### config.mk
export PLATFORM = sky130hd
export DESIGN_NAME = pwm_gen
export DESIGN_NICKNAME = d
export VERILOG_FILES = /design/src/rtl/pwm_gen_pkg.sv /design/src/rtl/pwm_gen_fifo.sv /design/src/rtl/pwm_gen_timebase.sv /design/src/rtl/pwm_gen.sv
export SDC_FILE = /design/constraint.sdc
export NUM_CORES = 1
export LEC_CHECK = 0
export ABC_AREA = 1
export BUFFER_PORTS_ARGS = -buffer_cell sky130_fd_sc_hd__clkbuf_2
export CORE_MARGIN = 2
export CORE_UTILIZATION = 50
export CTS_BUF_LIST = sky130_fd_sc_hd__clkbuf_4
export DETAILED_ROUTE_END_ITERATION = 7
export GPL_ROUTABILITY_DRIVEN = 0
export PLACE_DENSITY = 0.66
export SLEW_MARGIN = 40
export SYNTH_ARGS = -nofsm -noshare
export SYNTH_HDL_FRONTEND = slang
export SYNTH_SLANG_ARGS = --single-unit
### constraint.sdc
create_clock -name clk_i -period 7.37 [get_ports clk_i]
set_input_delay 0 -clock clk_i [delete_from_list [all_inputs] [get_ports clk_i]]
set_output_delay 0 -clock clk_i [all_outputs]
set_load 0.005 [all_outputs]
### src/rtl/pwm_gen_pkg.sv
package pwm_gen_pkg;
  localparam int unsigned REG_AW = 5;
  localparam logic [REG_AW-1:0] OFF_CTRL = 5'h00;
  localparam logic [REG_AW-1:0] OFF_STAT = 5'h04;
  localparam logic [REG_AW-1:0] OFF_SMP  = 5'h0C;
  localparam logic [REG_AW-1:0] OFF_PER  = 5'h10;

  localparam int unsigned CTL_EN  = 0;
  localparam int unsigned CTL_REP = 1;
  localparam int unsigned CTL_SWR = 3;
  localparam int unsigned CTL_DIV = 4;
  localparam int unsigned CTL_SRC = 16;
  localparam int unsigned CTL_OUT = 18;

  localparam int unsigned ST_EMPTY = 3;
  localparam int unsigned ST_ROV   = 4;
  localparam int unsigned ST_CMP   = 5;
  localparam int unsigned ST_WERR  = 6;

  typedef enum logic [1:0] {
    OUT_STRAIGHT = 2'd0,
    OUT_INVERT   = 2'd1,
    OUT_LOW_A    = 2'd2,
    OUT_LOW_B    = 2'd3
  } out_mode_e;
endpackage

### src/rtl/pwm_gen_fifo.sv
module pwm_gen_fifo #(
  parameter int unsigned DEPTH = 4,
  parameter int unsigned DW    = 16,
  localparam int unsigned AW   = $clog2(DEPTH),
  localparam int unsigned CW   = $clog2(DEPTH + 1)
) (
  input  logic          clk_i,
  input  logic          rst_ni,
  input  logic          flush_i,
  input  logic          push_i,
  input  logic [DW-1:0] wdata_i,
  input  logic          pop_i,
  output logic [DW-1:0] rdata_o,
  output logic [CW-1:0] count_o,
  output logic          full_o,
  output logic          empty_o
);
  logic [DW-1:0] mem_q [DEPTH];
  logic [AW-1:0] wr_q, rd_q;
  logic [CW-1:0] cnt_q;
  logic          do_push, do_pop;

  function automatic logic [AW-1:0] nxt(input logic [AW-1:0] p);
    return (p == AW'(DEPTH - 1)) ? '0 : p + 1'b1;
  endfunction

  assign full_o  = (cnt_q == CW'(DEPTH));
  assign empty_o = (cnt_q == '0);
  assign do_push = push_i & ~full_o & ~flush_i;
  assign do_pop  = pop_i & ~empty_o & ~flush_i;
  assign rdata_o = mem_q[rd_q];
  assign count_o = cnt_q;

  always_ff @(posedge clk_i or negedge rst_ni) begin
    if (!rst_ni) begin
      wr_q  <= '0;
      rd_q  <= '0;
      cnt_q <= '0;
    end else if (flush_i) begin
      wr_q  <= '0;
      rd_q  <= '0;
      cnt_q <= '0;
    end else begin
      if (do_push) wr_q <= nxt(wr_q);
      if (do_pop)  rd_q <= nxt(rd_q);
      cnt_q <= cnt_q + CW'(do_push) - CW'(do_pop);
    end
  end

  always_ff @(posedge clk_i) begin
    if (do_push) mem_q[wr_q] <= wdata_i;
  end

  assert_count_bound_R5: assert property (@(posedge clk_i) disable iff (!rst_ni)
    cnt_q <= CW'(DEPTH));
  assert_no_pop_empty_R5: assert property (@(posedge clk_i) disable iff (!rst_ni)
    pop_i |-> !empty_o);
endmodule

### src/rtl/pwm_gen_timebase.sv
module pwm_gen_timebase #(
  parameter int unsigned DIV_W = 12,
  parameter int unsigned CNT_W = 16
) (
  input  logic             clk_i,
  input  logic             rst_ni,
  input  logic             clr_i,
  input  logic             tick_i,
  input  logic [DIV_W-1:0] div_i,
  input  logic [CNT_W-1:0] last_i,
  output logic [CNT_W-1:0] cnt_o,
  output logic             step_o,
  output logic             roll_o
);
  logic [DIV_W-1:0] pre_q;
  logic [CNT_W-1:0] cnt_q;

  assign step_o = ~clr_i & tick_i & (pre_q >= div_i);
  // >= so a period shortened mid-count still wraps
  assign roll_o = step_o & (cnt_q >= last_i);
  assign cnt_o  = cnt_q;

  always_ff @(posedge clk_i or negedge rst_ni) begin
    if (!rst_ni) begin
      pre_q <= '0;
      cnt_q <= '0;
    end else if (clr_i) begin
      pre_q <= '0;
      cnt_q <= '0;
    end else if (tick_i) begin
      if (pre_q >= div_i) begin
        pre_q <= '0;
        cnt_q <= roll_o ? '0 : cnt_q + 1'b1;
      end else begin
        pre_q <= pre_q + 1'b1;
      end
    end
  end

  assert_roll_wraps_R2: assert property (@(posedge clk_i) disable iff (!rst_ni)
    roll_o |=> (cnt_o == '0));
endmodule

### src/rtl/pwm_gen.sv
module pwm_gen
  import pwm_gen_pkg::*;
#(
  parameter int unsigned DEPTH = 4,
  parameter int unsigned CNT_W = 16,
  parameter int unsigned DIV_W = 12,
  parameter int unsigned REP_W = 2,
  parameter int unsigned SRC_W = 2,
  localparam int unsigned NSRC = (1 << SRC_W) - 1,
  localparam int unsigned CW   = $clog2(DEPTH + 1),
  localparam int unsigned RCW  = (1 << REP_W) - 1
) (
  input  logic              clk_i,
  input  logic              rst_ni,
  input  logic              reg_we_i,
  input  logic [REG_AW-1:0] reg_addr_i,
  input  logic [31:0]       reg_wdata_i,
  output logic [31:0]       reg_rdata_o,
  input  logic [NSRC-1:0]   tick_src_i,
  output logic              pwm_o
);
  localparam logic [CNT_W-1:0] PER_RST = {{(CNT_W-1){1'b1}}, 1'b0};

  logic             en_q, swr_q, ld_q;
  logic [REP_W-1:0] rep_q;
  logic [DIV_W-1:0] div_q;
  logic [SRC_W-1:0] src_q;
  out_mode_e        outc_q;
  logic [CNT_W-1:0] per_q, cur_q;
  logic [RCW-1:0]   repc_q, rep_lim;
  logic             rov_q, cmp_q, werr_q;

  logic             run, tick, step, roll, pop, cmp_evt, rep_done, act;
  logic             wr_ctrl, wr_stat, wr_smp, wr_per;
  logic [CNT_W-1:0] per_eff, last, cnt;
  logic [CNT_W-1:0] fifo_rdata;
  logic [CW-1:0]    fifo_cnt;
  logic             fifo_full, fifo_empty;

  assign run     = en_q & ~swr_q;
  assign wr_ctrl = reg_we_i & (reg_addr_i == OFF_CTRL) & ~swr_q;
  assign wr_stat = reg_we_i & (reg_addr_i == OFF_STAT) & ~swr_q;
  assign wr_smp  = reg_we_i & (reg_addr_i == OFF_SMP)  & ~swr_q;
  assign wr_per  = reg_we_i & (reg_addr_i == OFF_PER)  & ~swr_q;

  assign tick    = (src_q != '0) ? tick_src_i[src_q - 1'b1] : 1'b0;
  // all-ones period times as all-ones minus one
  assign per_eff = (per_q == '1) ? per_q - 1'b1 : per_q;
  assign last    = per_eff + 1'b1;

  always_comb begin
    rep_lim = '0;
    for (int i = 0; i < RCW; i++) rep_lim[i] = (rep_q > REP_W'(i));
  end

  assign rep_done = (repc_q == rep_lim);
  assign pop      = run & ~fifo_empty & (ld_q | (roll & rep_done));
  assign cmp_evt  = step & ~roll & ((cnt + 1'b1) == cur_q);

  pwm_gen_timebase #(.DIV_W(DIV_W), .CNT_W(CNT_W)) u_tb (
    .clk_i (clk_i),  .rst_ni (rst_ni), .clr_i (~run), .tick_i (tick),
    .div_i (div_q),  .last_i (last),   .cnt_o (cnt),  .step_o (step),
    .roll_o(roll)
  );

  pwm_gen_fifo #(.DEPTH(DEPTH), .DW(CNT_W)) u_fifo (
    .clk_i  (clk_i),    .rst_ni (rst_ni), .flush_i(swr_q),
    .push_i (wr_smp),   .wdata_i(reg_wdata_i[CNT_W-1:0]),
    .pop_i  (pop),      .rdata_o(fifo_rdata), .count_o(fifo_cnt),
    .full_o (fifo_full),.empty_o(fifo_empty)
  );

  always_ff @(posedge clk_i or negedge rst_ni) begin
    if (!rst_ni) begin
      en_q <= 1'b0; swr_q <= 1'b0; ld_q <= 1'b1; rep_q <= '0; div_q <= '0;
      src_q <= '0; outc_q <= OUT_STRAIGHT; per_q <= PER_RST; cur_q <= '0;
      repc_q <= '0; rov_q <= 1'b0; cmp_q <= 1'b0; werr_q <= 1'b0;
    end else if (swr_q) begin
      en_q <= 1'b0; swr_q <= 1'b0; ld_q <= 1'b1; rep_q <= '0; div_q <= '0;
      src_q <= '0; outc_q <= OUT_STRAIGHT; per_q <= PER_RST; cur_q <= '0;
      repc_q <= '0; rov_q <= 1'b0; cmp_q <= 1'b0; werr_q <= 1'b0;
    end else begin
      if (wr_ctrl) begin
        if (reg_wdata_i[CTL_SWR]) begin
          swr_q <= 1'b1;
        end else begin
          en_q   <= reg_wdata_i[CTL_EN];
          rep_q  <= reg_wdata_i[CTL_REP +: REP_W];
          div_q  <= reg_wdata_i[CTL_DIV +: DIV_W];
          src_q  <= reg_wdata_i[CTL_SRC +: SRC_W];
          outc_q <= out_mode_e'(reg_wdata_i[CTL_OUT +: 2]);
        end
      end
      if (wr_per) per_q <= reg_wdata_i[CNT_W-1:0];
      ld_q <= ~run;
      if (!run)      repc_q <= '0;
      else if (roll) repc_q <= rep_done ? '0 : repc_q + 1'b1;
      if (pop) cur_q <= fifo_rdata;
      rov_q  <= (rov_q  & ~(wr_stat & reg_wdata_i[ST_ROV]))  | roll;
      cmp_q  <= (cmp_q  & ~(wr_stat & reg_wdata_i[ST_CMP]))  | cmp_evt;
      werr_q <= (werr_q & ~(wr_stat & reg_wdata_i[ST_WERR])) | (wr_smp & fifo_full);
    end
  end

  assign act = (cnt < cur_q);
  always_comb begin
    unique case (outc_q)
      OUT_STRAIGHT: pwm_o = run & act;
      OUT_INVERT:   pwm_o = run & ~act;
      default:      pwm_o = 1'b0;
    endcase
  end

  always_comb begin
    reg_rdata_o = '0;
    unique case (reg_addr_i)
      OFF_CTRL: begin
        reg_rdata_o[CTL_EN]              = en_q;
        reg_rdata_o[CTL_REP +: REP_W]    = rep_q;
        reg_rdata_o[CTL_SWR]             = swr_q;
        reg_rdata_o[CTL_DIV +: DIV_W]    = div_q;
        reg_rdata_o[CTL_SRC +: SRC_W]    = src_q;
        reg_rdata_o[CTL_OUT +: 2]        = outc_q;
      end
      OFF_STAT: begin
        reg_rdata_o[CW-1:0]   = fifo_cnt;
        reg_rdata_o[ST_EMPTY] = fifo_empty;
        reg_rdata_o[ST_ROV]   = rov_q;
        reg_rdata_o[ST_CMP]   = cmp_q;
        reg_rdata_o[ST_WERR]  = werr_q;
      end
      OFF_SMP:  reg_rdata_o[CNT_W-1:0] = run ? cur_q : '0;
      OFF_PER:  reg_rdata_o[CNT_W-1:0] = per_q;
      default:  reg_rdata_o = '0;
    endcase
  end

  assert_swr_selfclear_R11: assert property (@(posedge clk_i) disable iff (!rst_ni)
    swr_q |=> !swr_q);
  assert_full_write_err_R7: assert property (@(posedge clk_i) disable iff (!rst_ni)
    (wr_smp && fifo_full) |=> werr_q);
  assert_pop_loads_R5: assert property (@(posedge clk_i) disable iff (!rst_ni)
    pop |=> (cur_q == $past(fifo_rdata)));
  assert_repeat_holds_R6: assert property (@(posedge clk_i) disable iff (!rst_ni)
    (roll && !rep_done) |=> $stable(cur_q));
endmodule

# Word level (Yosys, flattened, before mapping)
# Memories as Yosys holds them, arrays and structs flattened.
# Cells that the tools add are included.
# op_classes
add_sub_neg	10
mul	0
div	0
magnitude_cmp	7
n_eq_ne	14
n_shift	0
mux	55
n_bitwise	43
n_reduce_logical	11
# op_table
cell	count
$mux W16	10
$mux W12	6
$add A16 B1 Y16 const B	2
$and A1 B1 Y1	30
$mux W2	15
$pmux W7 S4	1
$pmux W9 S3	1
$eq A16 B16 Y1	1
$eq A16 B16 Y1 const B	1
$ge A16 B16 Y1	1
$lt A16 B16 Y1	1
$sub A16 B1 Y16 const B	1
$mux W3	5
$mux W1	14
$add A12 B1 Y12 const B	1
$ge A12 B12 Y1	1
$reduce_bool A2 Y1	6
$not A1 Y1	9
$ne A2 B1 Y1 const B	3
$eq A5 B3 Y1 const B	1
$eq A5 B4 Y1 const B	1
$eq A5 B5 Y1 const B	1
$logic_not A5 Y1	1
$add A2 B1 Y2 const B	2
19 further kinds	25
# totals
ff_bits	94
latchBits	0
ram_bits	64
rom_bits	0
inputBits	43
output_inout_bits	33
wordCells	159
mem_count	1
# memory_table
memory	depth	width	read_ports	rd_ports_with_merged_regs	wr	line	text
u_fifo.mem_q	4	16	1	0	1	pwm_gen_fifo.sv:18	logic [DW-1:0] mem_q [DEPTH];

# Depth between registers and ports, before layout
# depth
word_depth	14
mapped_depth	31
ltp_nobuf	30

# By module
# From an unflattened synthesis, not the netlist that was laid out.
# unflattened
cells_unflattened	1180
hier_area_um2	9908.3
# by_module_without_submodules
module	instances	cells_each	area_each_um2	seq_area_each_um2
pwm_gen	1	600	4425.5	1496.4
pwm_gen_fifo	1	250	3065.4	2097.0
pwm_gen_timebase	1	330	2417.3	700.7

# Least setup slack after synthesis
# No wires, ideal clock.
# synth_timing
kind	reg-to-reg
start	register per_q[14]
end	register u_fifo.cnt_q[2], in the netlist u_fifo.count_o[2]
arrival_ns	4.231
setup_slack_ns	3.007
path_stages_with_launch	30
n_path_buf	1
period_less_slack_ns	4.363
path_cell_list	dfstp_2 inv_1 nor3_2 nand2_2 nor2_8 nor2_2 a21oi_4 ha_1 nand3_1 nor2_1 nand2_1 o21ai_0 nand2_1 ha_1 nand2_1 nor3_1 nand2_1 nand2_1 nand3_2 o21bai_2 nand2_4 clkinv_2 buf_6 ha_1 inv_1 ha_1 inv_1 fa_1 xor2_1 nor2_1
# synth_between
elab_chain_len	12
word_cells_on_any_way	13
cone_classes	3 x add/sub; 1 x order compare; 1 x eq/ne; 2 x mux; 6 x bitwise
# synth_rtl
element	line	text
from (decl)	pwm_gen.sv:29	logic [CNT_W-1:0] per_q, cur_q;
from (signal assigned)	pwm_gen.sv:94	if (wr_per) per_q <= reg_wdata_i[CNT_W-1:0];
$sub A16 B1 Y16 / $eq A16 B16 Y1 (equally long branches)	pwm_gen.sv:48	assign per_eff = (per_q == '1) ? per_q - 1'b1 : per_q;
$mux W16 *	pwm_gen.sv:48	
$add A16 B1 Y16 *	pwm_gen.sv:49	assign last = per_eff + 1'b1;
$ge A16 B16 Y1 *	pwm_gen_timebase.sv:20	assign roll_o = step_o & (cnt_q >= last_i);
$and A1 B1 Y1 *	pwm_gen_timebase.sv:20	
$and A1 B1 Y1 *	pwm_gen.sv:57	assign pop = run & ~fifo_empty & (ld_q | (roll & rep_done));
$or A1 B1 Y1 *	pwm_gen.sv:57	
$and A1 B1 Y1 *	pwm_gen.sv:57	
$and A1 B1 Y1 * (2 in series)	pwm_gen_fifo.sv:30	assign do_pop = pop_i & ~empty_o & ~flush_i;
$sub A3 B1 Y3 *	pwm_gen_fifo.sv:46	cnt_q <= cnt_q + CW'(do_push) - CW'(do_pop);
$mux W3 *	pwm_gen_fifo.sv:39	end else if (flush_i) begin
to (signal assigned)	pwm_gen_fifo.sv:46	
to (decl)	pwm_gen_fifo.sv:20	logic [CW-1:0] cnt_q;
# Mark *: on every way between the ends. The rest lies on a longest branch, timed or not.
# A chain may end at the register's enable or synchronous reset.

# Worst setup path after layout
# Ends and elaborated chain as after synthesis.

==> summary.md <==
| Metric | Value |
|---|---|
| Status | complete, no violations |
| Clock Skews | 0.03396 ns |
| Final WL | 22920 um |
| Largest net degree at the start of global routing | 71 |
| Final Cycle Share | 0.6875 |
| Hold Fails Final Rpt | 0 |
| Initial Utilization | 0.5085 |
| Finish-stage setup viols | 0 |
| Multi-input combinational cell area | 4081 um2 |
| CORE AREA | 17900 um2 |
| Vias in the first global route | 7155 |
| Min Hold Slack | 0.07686 ns |
| Slowest cell on the critical path | dfstp_2 |
| Worst Setup Start Kind | register |
| Layout Area Growth over Synthesis | 10.69% |
| VDD IR-drop max | 0.1406 mV |
| Avg Inst Size Synth | 8.661 um2 |
| FF-to-FF End | u_fifo.count_o[2] |
| Cells after synthesis | 1051 |
| Slew Limit Fails | 0 |
| Hold_sp | tick_src_i[0] |
| Antenna Violating Nets Remaining | 0 |
| Drc violations | 0 |
| Max stage delay on crit path | 0.55 ns |
| Unrepaired setup endpoints after global routing | no |
| CP dominant cell by count | nand2_1 |
| Main synth FF type | dfrtp_1 |
| Asr flop ratio synth | 0.5949 |
| CP arrival | 5.52 ns |
| Rel. slew slack | 0.4748 |
| H-tree levels | 4 |
| Post-synthesis sequential area ratio | 0.4718 |
| Crit path capture type | register |
| IO buf count | 51 |
| DR WL/cell | 16.69 um |
| Initial antenna violation count | 1 |
| Nets | 1232 |
| Flop-to-flop setup slack | 2.30 ns |
| Total power | 2397 uW |
| Overall die width | 138.9 um |
| Root Buffer Master | clkbuf_4 |
| Top cells by area, synth | dfrtp_1, edfxtp_1, nand2_1 |
| Cts bufs inserted | 17 |
| 1st-pass router iterations | 7 |
| Worst Path Required | 7.82 ns |
| Setup CP Type | reg -> reg |
| Worst slew pin tran | 0.7805 ns |
| Clock Sinks | 158 |
| Post-synthesis cell type count | 51 |
| GRT Total Usage | 0.2495 |
| Number of flops mapped to enable cells by yosys | 64 |
| Setup TNS | 0 ns |
| Post-Syn Area | 9102 um2 |
| Commonest cells post-synth | nand2_1, inv_1, nor2_1 |
| Top-area cell type share of the netlist area | 0.2144 |
| Clock latency on the worst-skew pair | 0.58 ns |
| Post-DR vias/cell | 5.399 |
| Synth area leader | dfrtp_1 |
| First-pass GRT wire length | 37650 um |
| CP max FO | 19 |
| Storage cell area | 4294 um2 |
| Warnings from Yosys | 0 |
| WHS Endpoint | rov_q |
| Fmax achieved | 197.4 MHz |
| Via count | 7413 |
| Yosys reg bits | 158 |
| Hpwl dp | 16770 um |
| Clock Pin Slew Worst Setup and Hold Paths | 0.16 ns |
| Worst Reg-to-Reg Cells | 28 |
| Pwr/cell area | 237.9 nW/um2 |
| DR iter-0 viols | 620 |
| Die Span Y | 138.9 um |
| Die area | 19300 um2 |
| Row cnt | 49 |
| Critical path origin | per_q[14] |
| Grt ovf | 0 |
| Fill cell count | 1660 |
| Share of cells above drive strength 1 | 0.1304 |
| CTS tree | yes |
| Critical R2R Launch | per_q[14] |
| Pleak | 0.004781 uW |
| Most instantiated library cell after synthesis | nand2_1 |
| Num ports | 76 |
| Clock Tree Buf Depth | 2 |
| # Max-Cap Violations | 0 |
| Final min period | 5.067 ns |
| Worst Hold Path Cells | 7 |
| Setup Buffers After CTS | 0 |
| Hold WC Path Type | in -> reg |
-- where the power goes --
group | switching, uW | total [uW] | internal [uW]
combinational | 490 | 760 | 270
sequential | 123 | 1150 | 1030
clock | 339 | 484 | 144
total | 952 | 2400 | 1450
-- area by class of cell --
cell class	instances	area share
diodes	1	0.0002484
clock buffers	18	0.01341
clock inverters	14	0.01068
inverters	152	0.05675
multi-input cells	714	0.4051
flip-flops and latches	158	0.4262
well taps	229	0.02844
repair buffers	87	0.05923
-- worst max-delay path, delay by kind of cell (launching register included) --
family | cells | cell delay [ns]
simple gates | 15 | 2.02
fa+ha+maj | 5 | 1.24
flops | 1 | 0.55
compound gates | 3 | 0.50
buf+inv | 4 | 0.43
xor+xnor | 1 | 0.16
-- cells by family after synthesis --
logic type	count (synthesis)	synth area share
other	1	0.0004120
xor gates and xnor gates	24	0.02694
and+or+nand+nor	435	0.2092
AOI/OAI and AO/OA	184	0.1244
buffers and inverters	190	0.08536
DFF	158	0.4718
adders and majority gates	59	0.08192
-- flip-flops by register name, indices dropped and copies added (netlist names), 2 cells and up --
signal / flops
rep_q: 2
u_tb.cnt_o: 16
u_fifo.count_o: 3
u_fifo.mem_q: 64
cur_q: 16
outc_q: 2
src_q: 2
u_fifo.rd_q: 2
div_q: 12
u_tb.pre_q: 12
u_fifo.wr_q: 2
per_q: 16
repc_q: 3
-- worst max-delay path by stage --
stage,end,slack [ns],depth (start not counted)
global placement,u_fifo.count_o[2],2.40,28
detailed placement,u_fifo.count_o[2],2.34,28
finish,u_fifo.count_o[2],2.30,28
global route,u_fifo.count_o[2],1.86,28
floorplan,u_fifo.count_o[2],3.01,29
CTS,u_fifo.count_o[2],2.31,28
-- cells in the final DEF, fill, tap and decap left out, types with 15 or more instances in the layout --
cell           count
nand2_1          205
inv_1            143
nor2_1           102
dfrtp_1           78
nand3_1           70
edfxtp_1          64
ha_1              58
o21ai_0           56
clkbuf_2          50
o22ai_1           37
a21oi_1           32
dlygate4sd3_1     27
a22oi_1           20
xor2_1            19
clkbuf_4          18
dfstp_2           16
nor3_1            15
-- per-layer routing --
layer / up-vias / GRT usage / part of all wire
met2: 188 / 0.3982 / 0.47
met1: 3509 / 0.3460 / 0.45
met4: 0 / 0.09304 / 0.030
met3: 34 / 0.04075 / 0.050
li1: 3682 / - / -
met5: - / 0 / 0
-- metrics by stage --
| step | utilization | setup slack, ns | instances | instance area [um2] |
|---|---|---|---|---|
| floorplan | - | 3.007 | 1062 | 9144 |
| global placement | 0.5331 | 2.399 | 1312 | 9543 |
| detailed placement | 0.5338 | 2.342 | 1312 | 9555 |
| CTS | 0.5630 | 2.308 | 1372 | 10080 |
| global route | 0.5628 | 1.862 | 1373 | 10080 |
| finish | 0.5628 | 2.303 | 1373 | 10080 |
-- what timing repair did --
| item | CTS | global route |
|---|---|---|
| hold buffers | 28 | 0 |
| gates resized for setup | 0 | 0 |
| hold endpoints to repair | 187 | 0 |
Note: power is estimated with default switching activity, not from simulation.
